## src/rtl/creg_pkg.sv

```systemverilog
package creg_pkg;
    localparam int ADDR_W = 7;
    localparam int DATA_W = 16;
    localparam int NSLOT  = 14;
    localparam int IDX_W  = $clog2(NSLOT);
    localparam int PAGE_W = 4;

    localparam int S_MVOL  = 0;
    localparam int S_LVOL  = 1;
    localparam int S_PVOL  = 2;
    localparam int S_GEN   = 3;
    localparam int S_PAGE  = 4;
    localparam int S_PWR   = 5;
    localparam int S_XID   = 6;
    localparam int S_XCTL  = 7;
    localparam int S_DRATE = 8;
    localparam int S_ARATE = 9;
    localparam int S_P0A   = 10;
    localparam int S_P0B   = 11;
    localparam int S_P1A   = 12;
    localparam int S_P1B   = 13;

    localparam logic [DATA_W-1:0] RESET_WORD = 16'h6A90;
    localparam logic [DATA_W-1:0] RATE_48K   = 16'hBB80;

    typedef enum logic [2:0] {
        AK_NONE, AK_RESET, AK_VID_HI, AK_VID_LO, AK_SLOT
    } acc_kind_e;

    typedef struct packed {
        acc_kind_e        kind;
        logic [IDX_W-1:0] idx;
    } acc_t;

    function automatic logic [DATA_W-1:0] dflt_of(int i);
        case (i)
            S_MVOL:            return 16'h8000;
            S_LVOL, S_PVOL:    return 16'h8808;
            S_DRATE, S_ARATE:  return RATE_48K;
            S_P0A:             return 16'h2001;
            S_P0B:             return 16'h1000;
            S_P1A:             return 16'hFFFF;
            S_P1B:             return 16'h3000;
            default:           return 16'h0000;
        endcase
    endfunction

    function automatic logic [DATA_W-1:0] wmask_of(int i);
        case (i)
            S_MVOL, S_LVOL, S_PVOL: return 16'h9F9F;
            S_GEN:                  return 16'hC380;
            S_PAGE:                 return 16'h000F;
            S_PWR:                  return 16'h7F00;
            S_XID:                  return 16'h0030;
            S_XCTL:                 return 16'hC001;
            S_P0B:                  return 16'h1FFF;
            S_P1B:                  return 16'hF0FF;
            default:                return 16'hFFFF;
        endcase
    endfunction

    function automatic logic [DATA_W-1:0] rofix_of(int i);
        case (i)
            S_XID:   return 16'h0BC7;
            S_XCTL:  return 16'h05F0;
            default: return 16'h0000;
        endcase
    endfunction

    function automatic acc_t mk(acc_kind_e k, int i);
        acc_t r;
        r.kind = k;
        r.idx  = IDX_W'(i);
        return r;
    endfunction

    function automatic acc_t decode(logic [ADDR_W-1:0] a, logic [PAGE_W-1:0] pg);
        case (a)
            7'h00: return mk(AK_RESET, 0);
            7'h02: return mk(AK_SLOT, S_MVOL);
            7'h10: return mk(AK_SLOT, S_LVOL);
            7'h18: return mk(AK_SLOT, S_PVOL);
            7'h20: return mk(AK_SLOT, S_GEN);
            7'h24: return mk(AK_SLOT, S_PAGE);
            7'h26: return mk(AK_SLOT, S_PWR);
            7'h28: return mk(AK_SLOT, S_XID);
            7'h2A: return mk(AK_SLOT, S_XCTL);
            7'h2C: return mk(AK_SLOT, S_DRATE);
            7'h32: return mk(AK_SLOT, S_ARATE);
            7'h7C: return mk(AK_VID_HI, 0);
            7'h7E: return mk(AK_VID_LO, 0);
            7'h68: return (pg == 4'd0) ? mk(AK_SLOT, S_P0A) : mk(AK_NONE, 0);
            7'h62: return (pg == 4'd1) ? mk(AK_SLOT, S_P1A) : mk(AK_NONE, 0);
            7'h6E: begin
                if (pg == 4'd0) return mk(AK_SLOT, S_P0B);
                if (pg == 4'd1) return mk(AK_SLOT, S_P1B);
                return mk(AK_NONE, 0);
            end
            default: return mk(AK_NONE, 0);
        endcase
    endfunction
endpackage

```

## src/rtl/creg_decode.sv

```systemverilog
module creg_decode
    import creg_pkg::*;
(
    input  logic [ADDR_W-1:0] addr,
    input  logic [PAGE_W-1:0] page,
    output acc_t              acc
);
    always_comb acc = decode(addr, page);
endmodule

```

## src/rtl/creg_bank.sv

```systemverilog
module creg_bank
    import creg_pkg::*;
(
    input  logic                    clk,
    input  logic                    rst,
    input  logic                    we,
    input  acc_t                    wacc,
    input  logic [DATA_W-1:0]       wdata,
    output logic [NSLOT*DATA_W-1:0] view
);
    logic [DATA_W-1:0] q [NSLOT];
    logic soft_rst, vra_on, vra_clr;

    assign soft_rst = we && (wacc.kind == AK_RESET);
    assign vra_on   = q[S_XCTL][0];
    assign vra_clr  = we && (wacc.kind == AK_SLOT) && (int'(wacc.idx) == S_XCTL) && !wdata[0];

    always_ff @(posedge clk) begin
        for (int i = 0; i < NSLOT; i++) begin
            if (rst || soft_rst) begin
                q[i] <= dflt_of(i) & wmask_of(i);
            end else if ((i == S_DRATE || i == S_ARATE) && vra_clr) begin
                q[i] <= RATE_48K;
            end else if (we && wacc.kind == AK_SLOT && int'(wacc.idx) == i) begin
                if (!((i == S_DRATE || i == S_ARATE) && !vra_on))
                    q[i] <= wdata & wmask_of(i);
            end
        end
    end

    for (genvar g = 0; g < NSLOT; g++) begin : g_view
        if (g == S_PWR) begin : g_rdy
            assign view[g*DATA_W +: DATA_W] = q[g] | {12'h000, ~q[g][11:8]};
        end else begin : g_plain
            assign view[g*DATA_W +: DATA_W] = q[g] | rofix_of(g);
        end
    end
endmodule

```

## src/rtl/creg_file.sv

```systemverilog
module creg_file
    import creg_pkg::*;
#(
    parameter logic [31:0] VENDOR_ID = 32'h4C5A_1E07
) (
    input  logic                    clk,
    input  logic                    rst,
    input  logic                    wr_en,
    input  logic [ADDR_W-1:0]       wr_addr,
    input  logic [DATA_W-1:0]       wr_data,
    input  logic [ADDR_W-1:0]       rd_addr,
    output logic [DATA_W-1:0]       rd_data,
    output logic [NSLOT*DATA_W-1:0] regs_out
);
    acc_t              wacc, racc;
    logic [PAGE_W-1:0] page;

    assign page = regs_out[S_PAGE*DATA_W +: PAGE_W];

    creg_decode u_wdec (.addr(wr_addr), .page(page), .acc(wacc));
    creg_decode u_rdec (.addr(rd_addr), .page(page), .acc(racc));

    creg_bank u_bank (
        .clk(clk), .rst(rst), .we(wr_en), .wacc(wacc),
        .wdata(wr_data), .view(regs_out)
    );

    always_comb begin
        case (racc.kind)
            AK_RESET:  rd_data = RESET_WORD;
            AK_VID_HI: rd_data = VENDOR_ID[31:16];
            AK_VID_LO: rd_data = VENDOR_ID[15:0];
            AK_SLOT:   rd_data = regs_out[int'(racc.idx)*DATA_W +: DATA_W];
            default:   rd_data = '0;
        endcase
    end
endmodule

```

## config.mk

```make
export PLATFORM = sky130hd
export DESIGN_NAME = creg_file
export DESIGN_NICKNAME = d
export VERILOG_FILES = /design/src/rtl/creg_pkg.sv /design/src/rtl/creg_decode.sv /design/src/rtl/creg_bank.sv /design/src/rtl/creg_file.sv
export SDC_FILE = /design/constraint.sdc
export NUM_CORES = 1
export LEC_CHECK = 0
export ABC_AREA = 1
export CAP_MARGIN = 30
export CORE_MARGIN = 3
export CORE_UTILIZATION = 40
export DETAILED_ROUTE_END_ITERATION = 6
export PLACE_DENSITY = 0.75
export SYNTH_ARGS = -nofsm -noshare
export SYNTH_HDL_FRONTEND = slang
export SYNTH_SLANG_ARGS = --single-unit
```

## constraint.sdc

```tcl
create_clock -name clk -period 4.4 [get_ports clk]
set_input_delay 0.88 -clock clk [delete_from_list [all_inputs] [get_ports clk]]
set_output_delay 0.88 -clock clk [all_outputs]
set_load 0.05 [all_outputs]
```

* Word level (Yosys, flattened, before mapping)
Memory sizes are Yosys's and may differ from the RTL's. Cells that the tools add are included. W data, S select, Z words.
Word-level totals: flip-flop bits (word level) 0, bits in latches 0, bits in writable memories 224, memory bits (read-only) 0, bits of input ports 33, output and inout port bits 240, logic and storage cells 251, memories kept 1
Memory list:
- u_bank.q | words 14, width 16, read ports 14, clocked after Yosys merged registers in 0, write ports 14, RTL line creg_bank.sv:11 | logic [DATA_W-1:0] q [NSLOT];
Cells by class: $add $sub $neg 0, multiply operators 0, divide/modulo/power cells 0, magnitude comparators 0, equality and inequality tests 50, shifts and indexed selects 1, multiplexer cells 132, bitwise gates (word level) 44, reductions and logical operators 23
Operators by type and width (count):
- $mux W16 | 63
- $and A16 B16 Y16 | 26
- $pmux W7 S16 | 2
- $shiftx A224 B9 Y16 | 1
- $eq A7 B6 Y1 const B | 14
- $eq A7 B7 Y1 const B | 10
- $pmux W16 S4 | 1
- $mux W1 | 58
- $mux W7 | 8
- $eq A4 B4 Y1 const B | 8
- $eq A7 B5 Y1 const B | 4
- $logic_and A1 B1 Y1 | 17
- $eq A4 B3 Y1 const B | 4
- $or A1 B1 Y1 | 16
- $or A16 B4 Y16 | 1
- $eq A7 B2 Y1 const B | 2
- $logic_not A7 Y1 | 2
- $logic_not A4 Y1 | 2
- $eq A3 B1 Y1 const B | 2
- $eq A3 B2 Y1 const B | 2
- $eq A3 B3 Y1 const B | 2
- $eq A4 B1 Y1 const B | 1
- $eq A4 B2 Y1 const B | 1
- $not A4 Y4 | 1
- 2 further kinds | 2

* Depth between registers and ports, before layout
Gate-level depths: netlist of the first run. An unclocked memory read counts as a cell.
depth in word-level cells 18, depth in mapped cells 16, gate-level depth less buffers 15

* By module
A second synthesis of the first run with hierarchy kept.
Second synthesis, totals: cells, all modules 1263, area, all modules 9526.6 um2
Modules (own cells, without submodules):
- creg_bank | times used 1, cells an instance 484, area an instance 6193.4 um2, seq. area each 4384.2 um2
- creg_file | times used 1, cells an instance 641, area an instance 2672.6 um2, seq. area each 0.0 um2
- creg_decode | times used 2, cells an instance 69, area an instance 330.3 um2, seq. area each 0.0 um2

* Worst setup path before layout of the first run
OpenSTA, ideal clock, no wires.
kind in2out, start point in rd_addr[0], end point out rd_data[5], arrival 2.959 ns, data required time 3.520 ns, path slack 0.561 ns, stages 13, buffers on the path 2, path through inv_1 nand2_1 nor2_1 nand2_1 nand2_1 nor2_2 nand2_2 buf_2 buf_4 nand2_1 nand3_1 nand3_1 a21oi_1
On the way: cells in the longest elaborated chain, start to end 4, elaborated cells between the ends (all ways) 23, those cells by class 19 x eq/ne; 1 x shift; 2 x mux; 1 x reduce/logical
RTL lines:
- start: declaration | RTL line creg_file.sv:11 | input logic [ADDR_W-1:0] rd_addr,
- $eq A7 B7 Y1, or another cell as far along
- $pmux W7 S16 * | RTL line creg_pkg.sv:78 | case (a)
- $shiftx A224 B9 Y16, or another cell as far along | RTL line creg_file.sv:33 | AK_SLOT: rd_data = regs_out[int'(racc.idx)*DATA_W +: DATA_W];
- $pmux W16 S4 * | RTL line creg_file.sv:29 | case (racc.kind)
- end: declaration | RTL line creg_file.sv:12 | output logic [DATA_W-1:0] rd_data,
Every way passes the cells marked *; elsewhere a longest branch is shown, timed or not.

* Final worst setup path of the first run
start point in rd_addr[0], end point out rd_data[10]
Same word-level chain as after synthesis.

==> flow_summary.json, run 1 <==
{
  "synth.cell_area_um2": 8474,
  "io_buffers": 198,
  "synth_cell_type_count": 33,
  "netlist_top_cells_count": "295 x nand2_1, 199 x nor2_1, 146 x edfxtp_1, 100 x inv_1, 98 x nand3_1",
  "largest-register": "u_bank.q",
  "layout_cells_sized_above_1": 0.08955,
  "timing.fmax_mhz": 236.1,
  "numPlacedInstances": 1513,
  "fp-row-count": 52,
  "most_numerous_cell_in_the_yosys_netlist": "nand2_1",
  "post_layout_nonfiller_instances": 1543,
  "syn_to_final_growth_pct": 34.22,
  "grt_first_pass_wirelength_um": 44730,
  "critical_path_required_ps": 3520,
  "vdd_drop_max_mv": 0.2665,
  "unrepaired_setup_endpoints_after_global_routing": "true",
  "yosys_warnings": 0,
  "yosys.area.top_type_share": 0.5173,
  "clock_insertion_delay_worst_skew_ps": 420,
  "finish.net_count": 1295,
  "design.core.area_um2": 20490,
  "routedWlPerCell_um": 20.05,
  "critPathLaunchType": "primary input",
  "num_io_pins": 273,
  "effective_utilization_at_floorplan": 0.4135,
  "endpoint_kind": "primary output",
  "drt_iter0_drc": 878,
  "setup-violations-final": 0,
  "grt_use_total": 0.2657,
  "clk_root_buffer_cell": "clkbuf_16",
  "yosys_reg_bits": 146,
  "worst-slew-pin-transition_ps": 870.9,
  "setup.worst_path.class": "primary input to primary output",
  "clkTransAtPathRegs_ps": 60,
  "route.antenna.remaining_nets": 0,
  "drv_slew": 0,
  "antenna_found_initial": 0,
  "largest_registers": "u_bank.q (146)",
  "timing.critical_path.arrival_ps": 3360,
  "final.setup_skew_ps": 8.764,
  "finalSetupTns_ps": 0,
  "fp.dieH_um": 151.6,
  "seq_area_frac_synth": 0.5173,
  "die_x_um": 151.6,
  "synth_area_leaders": "edfxtp_1 52%, nand2_1 13%, nor2_1 8.8%",
  "synth_cells": 1046,
  "gp_weighted_congestion": 0.9478,
  "grt_start_max_net_pins": 28,
  "worstHoldPathType": "flip-flop to flip-flop",
  "drtPass1Iterations": 5,
  "synth_flop_cell": "edfxtp_1",
  "synth_edf_count": 146,
  "slew_limit_headroom": 0.4133,
  "largest_fanout_on_the_critical_path": 23,
  "cts_buffers": 17,
  "htree_num_levels": 4,
  "min_period_over_period": 0.9625,
  "grt_overflow_total": 0,
  "static-leakage-power_nw": 4.868,
  "placement.setup.worst_slack_ps": 114.2,
  "finalWorstPathRequiredPeriod_ps": 4235,
  "run_status": "finished, final reports clean",
  "diodes": 0,
  "dp_hpwl_um": 23420,
  "post-route-drc-count": 0,
  "clock_path_buffers": 2,
  "via_count_of_the_first_global_routing_pass": 7753,
  "post_cts.repair.setup_buffers": 0,
  "totalWireLength_um": 30930,
  "postSynth.asyncResetShare": 0,
  "synth.avg_cell_area_um2": 8.102,
  "synth_top_area_cell": "edfxtp_1",
  "largest_reg_flops": 146,
  "cap_viol_max_count": 0,
  "overall_die_area_um2": 22970,
  "worst_slack_ps": 164.8,
  "power_density_nw_per_um2": 320.5,
  "finalHoldViolations": 0,
  "via_count": 8003,
  "tritoncts_num_sinks": 146,
  "tritoncts": "done",
  "detail_route.vias_per_cell": 5.187
}
## through the flow
step	power [mW]	utilization	cell area, µm²	hold WS (ps)
final	3.646	0.5550	11370	883.6
after detailed placement	2.283	0.5254	10770	823.0
after global placement	2.280	0.5254	10770	843.4
after floorplan	2.104	-	8745	710.9
after global routing	3.735	0.5550	11370	932.3
after CTS	3.631	0.5521	11320	835.7
## timing repair
item,in CTS,in global routing
gates resized for setup,0,17
hold buffers,0,0
endpoints found under the setup margin,0,15
hold endpoints to repair,0,0
## layout by cell type, fill, tap and decap left out, types with 4 or more instances in the layout
master,n
a21oi_1,12
buf_12,18
buf_4,23
clkbuf_16,17
clkdlybuf4s50_1,180
clkinv_1,14
clkinv_2,5
conb_1,74
edfxtp_1,146
inv_1,100
inv_2,5
nand2_1,294
nand2_2,5
nand3_1,97
nand3_2,4
nand4_1,13
nor2_1,195
nor2_2,11
nor2_4,7
nor3_1,7
nor3_2,4
o21ai_0,13
## per-layer routing
layer / global-route usage / routed length (µm)
met5: 0 / 0
met4: 0.1285 / 1492
met3: 0.07704 / 3756
met2: 0.4230 / 14330
met1: 0.3326 / 11360
## power by group
part / total (mW) / switching [mW] / internal (mW) / leakage (nW)
Sequential: 1.60 / 0.0325 / 1.57 / 1.36
Clock: 1.38 / 0.559 / 0.820 / 0.274
Combinational: 0.667 / 0.507 / 0.159 / 3.24
## worst max-delay path, cell delays in order
cell	delay, ps
clkdlybuf4s50_1	510
inv_1	120
nand2_1	130
nor2_1	60
nand2_1	100
nor2_1	50
nor2_1	220
nand2_4	150
buf_8	200
o21ai_0	170
nand2_1	70
nand3_1	120
nand2_1	110
nand3_1	160
nand2_1	120
buf_12	170
## final timing paths
path                                        to  slack, ps             start  cells after the start
worst min-delay path            u_bank.q[1][0]        880  u_bank.q[0][112]                      4
worst max register to register  u_bank.q[1][6]       1300   u_bank.q[0][66]                     12
worst max-delay path               rd_data[10]        160        rd_addr[0]                     16
worst min register to register  u_bank.q[1][0]        880  u_bank.q[0][112]                      4
## area by class of cell
class	instances	area [µm²]
clock buffers	18	429.2
clock inverters	12	118.9
fillers	1858	9120
inverters	117	439.2
multi-input cells	753	3257
flip-flops and latches	146	4384
well taps	270	337.8
repair buffers	227	2409
## cells by family after synthesis
family | count (synthesis) | share of synthesized area
AND/OR/NAND/NOR | 647 | 0.3267
AO/OA/AOI/OAI | 32 | 0.02038
buffers and inverters | 219 | 0.1347
other | 2 | 0.0008862
flip-flops | 146 | 0.5173
No activity file was read; power rests on OpenSTA's default activity.
==> inputs of run 2 (changes only) <==
==> constraint.sdc (replaced) <==
create_clock -name clk -period 5 [get_ports clk]
set_input_delay 1 -clock clk [delete_from_list [all_inputs] [get_ports clk]]
set_output_delay 1 -clock clk [all_outputs]
set_load 0.05 [all_outputs]
==> run 2 against run 1 <==
Clock skew decreased by 1.6 ps. Die area unchanged. Combinational power fell by 14%. Sequential cell count did not move. Global-route usage decreased by 0.61 points. Power fell by 13%. Setup slack better by 98 ps. Sequential power is 12% lower. Cell count decreased by 0.45%. Non-clock buffer count shrank 9. Critical endpoint is now rd_data[0]. Largest cell class unchanged. Largest power group unchanged.
==> flow_summary.json, run 2 (synthesis gave the netlist of run 1 again) <==
{
  "detail_route.vias_per_cell": 5.212,
  "drv_slew": 0,
  "whs_ps": 857.0,
  "via_count": 8006,
  "worst-slew-pin-transition_ps": 892.7,
  "timing.critical_path.arrival_ps": 3740,
  "critical_path.slowest_cell": "clkdlybuf4s50_1",
  "timing.fmax_mhz": 211.1,
  "setup.worst_path.class": "primary input to primary output",
  "largest-register": "u_bank.q",
  "postPlaceCellArea_um2": 10680,
  "grt_first_pass_wirelength_um": 43890,
  "worstHoldPathCells": 4,
  "dp_hpwl_um": 23240,
  "post_cts.repair.setup_buffers": 0,
  "gp_weighted_congestion": 0.9322,
  "final_cell_mix": "295 x nand2_1, 198 x nor2_1, 182 x clkdlybuf4s50_1",
  "min_period_over_period": 0.9474,
  "critPathLaunchType": "primary input",
  "worstHoldPathType": "flip-flop to flip-flop",
  "fp-row-count": 52,
  "finalHoldViolations": 0,
  "leading_cell_type_in_the_layout_fill_and_taps_excluded": "nand2_1",
  "io_buffers": 198,
  "largest_registers": "u_bank.q (146)",
  "path_delay_family": "simple AND/OR/NAND/NOR gates",
  "grt_overflow_total": 0,
  "drt_iter0_drc": 1129,
  "fp.dieH_um": 151.6,
  "cp.depth": 16,
  "grt_start_max_net_pins": 39,
  "post-route-drc-count": 0,
  "syn_to_final_growth_pct": 32.39,
  "diodes": 0,
  "largest_reg_flops": 146,
  "finish.net_count": 1286,
  "crit_path_cell_trace": "clkdlybuf4s50_1 > inv_1 > nand2_1 > nor2_1 > nand2_1 > nor2_1 > nor2_1 > nand2_2 > nor2_1 > nand2_1 > nand2_1 > nand2_1 > nand3_1 > nand3_1 > nand2_1 > buf_12",
  "finalWorstPathRequiredPeriod_ps": 4737,
  "largest_fanout_on_the_critical_path": 8,
  "finish.instance_area_um2": 11220,
  "die_x_um": 151.6,
  "grt_use_total": 0.2596,
  "totalWireLength_um": 30510,
  "power_mw": 3.181,
  "power_density_nw_per_um2": 283.5,
  "top_cell_by_count_worst_path": "nand2_1",
  "worst-path-buf-inv": 3,
  "clk_root_buffer_cell": "clkbuf_16",
  "cts_hold_repair.buffers": 0,
  "final.setup_skew_ps": 7.190,
  "worst_r2r_path_depth": 11,
  "run_status": "finished, final reports clean",
  "cap_viol_max_count": 0,
  "endpoint_kind": "primary output",
  "overall_die_area_um2": 22970,
  "routedWlPerCell_um": 19.86,
  "design.core.area_um2": 20490,
  "vdd_drop_max_mv": 0.2420,
  "htree_num_levels": 4,
  "setup-violations-final": 0,
  "static-leakage-power_nw": 4.776,
  "tritoncts_num_sinks": 146,
  "clock_insertion_delay_worst_skew_ps": 430,
  "finalSetupTns_ps": 0,
  "num_io_pins": 273,
  "drtPass1Iterations": 6,
  "tritoncts": "done",
  "critical_path_required_ps": 4000,
  "antenna_found_initial": 0,
  "via_count_of_the_first_global_routing_pass": 7506,
  "placement.setup.worst_slack_ps": 367.6,
  "timing.critical_path.slowest_cell_delay_ps": 510,
  "worst_slack_ps": 263.0,
  "layout_cells_sized_above_1": 0.08057,
  "cts_buffers": 17,
  "unrepaired_setup_endpoints_after_global_routing": "false",
  "route.antenna.remaining_nets": 0,
  "effective_utilization_at_floorplan": 0.4135,
  "post_cts.resized_instances": 0,
  "clock_path_buffers": 2,
  "clkTransAtPathRegs_ps": 70,
  "slew_limit_headroom": 0.4034
}
-- run 2: per-layer routing --
metal	vias to the layer above	track usage	routed length [µm]
met3	88	0.05949	3804
li1	3620	-	-
met1	3689	0.3354	11240
met4	0	0.1159	1266
met5	-	0	0
met2	609	0.4179	14200
-- run 2: final timing paths --
kind,slack [ps],startpoint,endpoint
max,260,rd_addr[0],rd_data[0]
min,860,u_bank.q[0][112],u_bank.q[1][0]
max reg2reg,1750,u_bank.q[0][66],u_bank.q[1][14]
min reg2reg,860,u_bank.q[0][112],u_bank.q[1][0]
-- run 2: per-stage QoR --
| step | util | cells |
|---|---|---|
| finish | 0.5474 | 1536 |
| global route | 0.5474 | 1536 |
| CTS | 0.5474 | 1536 |
| detailed placement | 0.5209 | 1504 |
| global placement | 0.5209 | 1504 |
| floorplan | - | 1118 |
-- run 2: layout make-up --
cell class	instances	area, µm²
tap	270	337.8
inverter	117	439.2
sequential	146	4384
multi-input combinational	753	3222
timing repair buffer	218	2292
clock buffer	19	432.9
fill	1854	9275
clock inverter	13	111.4
-- run 2: report_power, final --
group	internal (mW)	total [mW]	switching, mW
logic	0.134	0.576	0.442
clock network	0.683	1.19	0.511
registers	1.38	1.41	0.0299
total	2.20	3.18	0.983
-- run 2: worst register-to-register path, cell delays in order, from the launching register on --
cell and delay, ps:
edfxtp_1 470, nor2_1 170, nand2_1 130, nor2_2 300
nand3_1 150, inv_1 110, nor2_1 50, nand3_1 90
nand2_2 180, o21ai_1 350, nand2_1 170, nand2_1 690
